--- config.mk ---
export PLATFORM = sky130hd
export DESIGN_NAME = dual_path_xcvr
export DESIGN_NICKNAME = d
export VERILOG_FILES = /design/src/rtl/xcvr_pkg.sv /design/src/rtl/xcvr_path_ctrl.sv /design/src/rtl/xcvr_path_data.sv /design/src/rtl/dual_path_xcvr.sv
export SDC_FILE = /design/constraint.sdc
export NUM_CORES = 1
export LEC_CHECK = 0
export BUFFER_PORTS_ARGS = -buffer_cell sky130_fd_sc_hd__buf_2
export CAP_MARGIN = 20
export CORE_AREA = 3 3 72 81
export CTS_CLUSTER_DIAMETER = 80
export CTS_CLUSTER_SIZE = 10
export DETAILED_ROUTE_END_ITERATION = 8
export DIE_AREA = 0 0 75 84
export PLACE_DENSITY = 0.73
export SLEW_MARGIN = 40
export SYNTH_ARGS = -nofsm -noshare
export SYNTH_HDL_FRONTEND = slang
export SYNTH_SLANG_ARGS = --single-unit
export TNS_END_PERCENT = 100
--- constraint.sdc ---
create_clock -name clk -period 1.4 [get_ports clk]
set_input_delay 0.21 -clock clk [delete_from_list [all_inputs] [get_ports clk]]
set_output_delay 0.21 -clock clk [all_outputs]
set_load 0.005 [all_outputs]
--- src/rtl/xcvr_pkg.sv ---
package xcvr_pkg;

  // Strobes passed from a path's control to its datapath
  typedef struct packed {
    logic pass;   // transparent bypass
    logic load;   // write storage at this core edge
    logic drive;  // enable output drivers
  } pathCtl_t;

endpackage

--- src/rtl/xcvr_path_ctrl.sv ---
module xcvr_path_ctrl
  import xcvr_pkg::*;
#(
  parameter int SYNC_STAGES = 1
) (
  input  logic     clk,
  input  logic     rst_n,
  input  logic     pass,
  input  logic     strobe,
  input  logic     strobeEnN,
  input  logic     driveN,
  output pathCtl_t ctl
);

  logic syncLvl;
  logic prevLvl;
  logic riseSeen;

  generate
    if (SYNC_STAGES == 0) begin : g_direct
      assign syncLvl = strobe;
    end else begin : g_sync
      logic [SYNC_STAGES-1:0] chain;
      // Reset to ones so a strobe already high at release is not an edge
      always_ff @(posedge clk or negedge rst_n) begin
        if (!rst_n) begin
          chain <= '1;
        end else begin
          chain[0] <= strobe;
          for (int i = 1; i < SYNC_STAGES; i++) begin
            chain[i] <= chain[i-1];
          end
        end
      end
      assign syncLvl = chain[SYNC_STAGES-1];
    end
  endgenerate

  always_ff @(posedge clk or negedge rst_n) begin
    if (!rst_n) prevLvl <= 1'b1;
    else        prevLvl <= syncLvl;
  end

  assign riseSeen = syncLvl & ~prevLvl;

  always_comb begin
    ctl.pass  = pass;
    ctl.load  = pass | (riseSeen & ~strobeEnN);
    ctl.drive = ~driveN;
  end

endmodule

--- src/rtl/xcvr_path_data.sv ---
module xcvr_path_data
  import xcvr_pkg::*;
#(
  parameter int WIDTH = 18
) (
  input  logic             clk,
  input  logic [WIDTH-1:0] din,
  input  pathCtl_t         ctl,
  output logic [WIDTH-1:0] dout,
  output logic [WIDTH-1:0] doutEn
);

  logic [WIDTH-1:0] held;

  // Storage has no reset: contents are defined by the first load
  always_ff @(posedge clk) begin
    if (ctl.load) held <= din;
  end

  assign dout   = ctl.pass ? din : held;
  assign doutEn = {WIDTH{ctl.drive}};

endmodule

--- src/rtl/dual_path_xcvr.sv ---
module dual_path_xcvr
  import xcvr_pkg::*;
#(
  parameter int WIDTH       = 18,
  parameter int SYNC_STAGES = 1
) (
  input  logic             clk,
  input  logic             rst_n,
  input  logic [WIDTH-1:0] aIn,
  output logic [WIDTH-1:0] aOut,
  output logic [WIDTH-1:0] aOutEn,
  input  logic [WIDTH-1:0] bIn,
  output logic [WIDTH-1:0] bOut,
  output logic [WIDTH-1:0] bOutEn,
  input  logic             abPass,
  input  logic             abStrobe,
  input  logic             abStrobeEnN,
  input  logic             abDriveN,
  input  logic             baPass,
  input  logic             baStrobe,
  input  logic             baStrobeEnN,
  input  logic             baDriveN
);

  pathCtl_t abCtl;
  pathCtl_t baCtl;

  xcvr_path_ctrl #(.SYNC_STAGES(SYNC_STAGES)) u_abCtrl (
    .clk(clk), .rst_n(rst_n), .pass(abPass), .strobe(abStrobe),
    .strobeEnN(abStrobeEnN), .driveN(abDriveN), .ctl(abCtl)
  );

  xcvr_path_data #(.WIDTH(WIDTH)) u_abData (
    .clk(clk), .din(aIn), .ctl(abCtl), .dout(bOut), .doutEn(bOutEn)
  );

  xcvr_path_ctrl #(.SYNC_STAGES(SYNC_STAGES)) u_baCtrl (
    .clk(clk), .rst_n(rst_n), .pass(baPass), .strobe(baStrobe),
    .strobeEnN(baStrobeEnN), .driveN(baDriveN), .ctl(baCtl)
  );

  xcvr_path_data #(.WIDTH(WIDTH)) u_baData (
    .clk(clk), .din(bIn), .ctl(baCtl), .dout(aOut), .doutEn(aOutEn)
  );

endmodule

==> results by group <==
Detailed routing
  • Detailed Routing Iterations Pass 1: 3
  • Final antenna-violating net count: 0
  • DRC: 0
  • Final wirelength: 3.80 mm
  • Drt wl/cell: 14.1 um
  • Via count: around 1200
  • Vias per cell: 4.45
  • 1st-iter DRT viols: 37

Clock tree
  • Clock Latency Late Sink: 0.29 ns
  • Root Buffer: clkbuf_8
  • Clk buf depth: 2
  • Setup bufs post-CTS: 0
  • Num Clock Sinks: 40
  • CTS-repair resized insts: 0
  • H-tree depth: 2
  • Worst-path clk slew: 0.07 ns
  • CTS buffer count: 5
  • Hold-fix buffers, CTS: 1
  • CTS tree: yes

Floorplan
  • Ports: about 120
  • Die area: 0.00630 mm2
  • FP Rows: 27
  • Core ar.: 0.00503 mm2
  • Initial Utilization: 0.402
  • Die width: 75 um
  • Die H: ~84 um

Setup path
  • Req. time, crit path: between 1 and 1.5 ns
  • R2R Path End: u_baData.held[15]
  • FF-to-FF setup slack: 0.13 ns
  • Critical path type: reg2out
  • CP Max Fanout: 1
  • R2R cell count: 1
  • Critical path startpoint category: register
  • Worst Path Arrival: 1.06 ns
  • Worst setup EP type: primary output
  • FF-to-FF Start: u_baCtrl.g_sync.chain

STA
  • RSZ-0062 raised after global routing: no
  • Max-slew violations: 0
  • Worst slew margin: 0.724
  • Max Freq: 784 MHz
  • Final min period: 1.27 ns
  • Measured slew at the worst slew-check pin: between 0.4 and 0.5 ns
  • Fin crit share: 0.911
  • Final Setup Violations: 0
  • Setup TNS: 0 ns
  • Clock skew after layout: 0.00909 ns
  • Fin. Hold Viols: 0

Synth
  • Syn Std Cell Area: 0.00202 mm2
  • Synth Instances: 122
  • Simple-gate share of the synthesized area: 0.00371
  • Synth Area in Compound Gates: 0.00865
  • Mux cell area share after synthesis: 0.234
  • Post-synthesis cell type count: 10
  • Synth Area in XOR/XNOR: 0
  • Warnings from Yosys: 0
  • Seq/Total Area, Yosys: 0.586
  • Post-Syn Nets: 168
  • Mean post-synth cell area: around 17 um2
  • Adder-cell share of the synthesized area: 0
  • Post-synthesis register bit count: 40
  • Largest family of logic cells by synthesized area: multiplexers

Power and ir drop
  • Power Density: 1030 mW/mm2
  • VDD IR-drop max: 472 uV
  • Total power: 2.56 mW
  • Leakage power: about 1.2 nW

Global routing
  • Gr ovfl total: 0
  • Initial antenna violation count: 0
  • Number of global-route vias before repair: 1133
  • Largest net degree at the start of global routing: 19
  • GRT Total Usage: 0.119
  • First-pass GRT wire length: 5.66 mm

Finish
  • Area growth syn-to-layout: 23.3%
  • Final Util: 0.496
  • Inserted Diodes: 0
  • Design area: around 0.0025 mm2
  • Net count reported at finish: 257
  • Ratio of cells with drive above 1 in the final layout: 0.797

Placed design
  • Dpl hpwl: around 3 mm
  • Port Buf Inserts: roughly 120
  • Cell Area, Placed: 0.00240 mm2
  • Final Wtd Congestion: 0.715

Worst hold path
  • Worst hold-check path type: in2reg
  • Hold path startpoint: abStrobe
  • Hold Path End: u_abCtrl.g_sync.chain
  • Hold path depth: 1

Run
  • Max Cap Viol: 0

Run status
  • Status: completed
## cell type report
| class | count | area [um2] |
|---|---|---|
| Multi-Input combinational cell | 40 | 498 |
| Inverter | 2 | 7.51 |
| Tap cell | 58 | 72.6 |
| Clock buffer | 7 | 76.3 |
| Timing Repair Buffer | 122 | 651 |
| Fill cell | 464 | 2540 |
| Clock inverter | 1 | 5.00 |
| Sequential cell | 40 | 1190 |
## cells in the final DEF (no fill, tap or decap)
cell type      netlist  final
buf_2                0    117
edfxtp_1            36     36
mux2_4              18     18
mux2_2              18     18
clkbuf_8             0      5
dfstp_2              4      4
nor2_1               2      2
a21o_2               2      2
inv_1                2      2
clkbuf_1             0      2
buf_12               2      2
buf_4               36      2
clkinv_2             0      1
dlygate4sd3_1        0      1
## report_power, final
group          internal [mW]  switching, mW
registers               1.39         0.0205
logic                  0.254          0.179
clock network          0.349          0.363
total                   2.00          0.563
## worst max-delay path: stages, from the launching register on
cell and delay, ns:
edfxtp_1 0.39, mux2_4 0.27, buf_2 0.12
## cell usage after synthesis
cell type   n  area [um2]
dfstp_2     4         105
buf_12      2        40.0
buf_6       2        22.5
buf_4      36         270
nor2_1      2        7.51
edfxtp_1   36        1080
mux2_4     18         270
mux2_2     18         203
a21o_2      2        17.5
inv_1       2        7.51
## through the flow
stage	std cells	hold slack (ns)	setup WS, ns
2_1_floorplan	122	0.0622	0.252
3_3_place_gp	261	0.203	0.143
3_5_place_dp	261	0.213	0.131
4_1_cts	270	0.00784	0.103
5_1_grt	270	0.000833	0.0515
6_report	270	0.0228	0.125
## metal layers
| layer | wire [um] | vias up | GRT usage |
|---|---|---|---|
| li1 | - | 577 | - |
| met1 | 1490 | 577 | 0.144 |
| met2 | 2050 | 41 | 0.197 |
| met3 | 188 | 7 | 0.0229 |
| met4 | 71 | 0 | 0.0534 |
| met5 | 0 | - | 0 |
## worst max path at each step
stage                               start           endpoint  slack, ns  cells past startpoint
CTS                      u_baData.held[8]            aOut[8]       0.10                      2
floorplan           u_abCtrl.g_sync.chain   u_abData.held[0]       0.25                      1
global placement                   abPass            bOut[4]       0.14                      4
detailed placement  u_baCtrl.g_sync.chain  u_baData.held[16]       0.13                      1
global route        u_baCtrl.g_sync.chain  u_baData.held[16]       0.05                      1
finish                   u_abData.held[9]            bOut[9]       0.13                      2
## logic make-up (layout without fill, tap and decap cells)
kind of cell / count (synthesis) / count (layout)
AOI/OAI and AO/OA: 2 / 2
buffers and inverters: 42 / 132
DFF: 40 / 40
muxes: 36 / 36
and+or+nand+nor: 2 / 2
## flip-flops by register name (all words and copies together), names as in the netlist
register	count
u_abData.held	18
u_baData.held	18
u_abCtrl.g_sync.chain	1
u_abCtrl.prevLvl	1
u_baCtrl.g_sync.chain	1
u_baCtrl.prevLvl	1
Note: power is estimated with default switching activity, not from simulation.
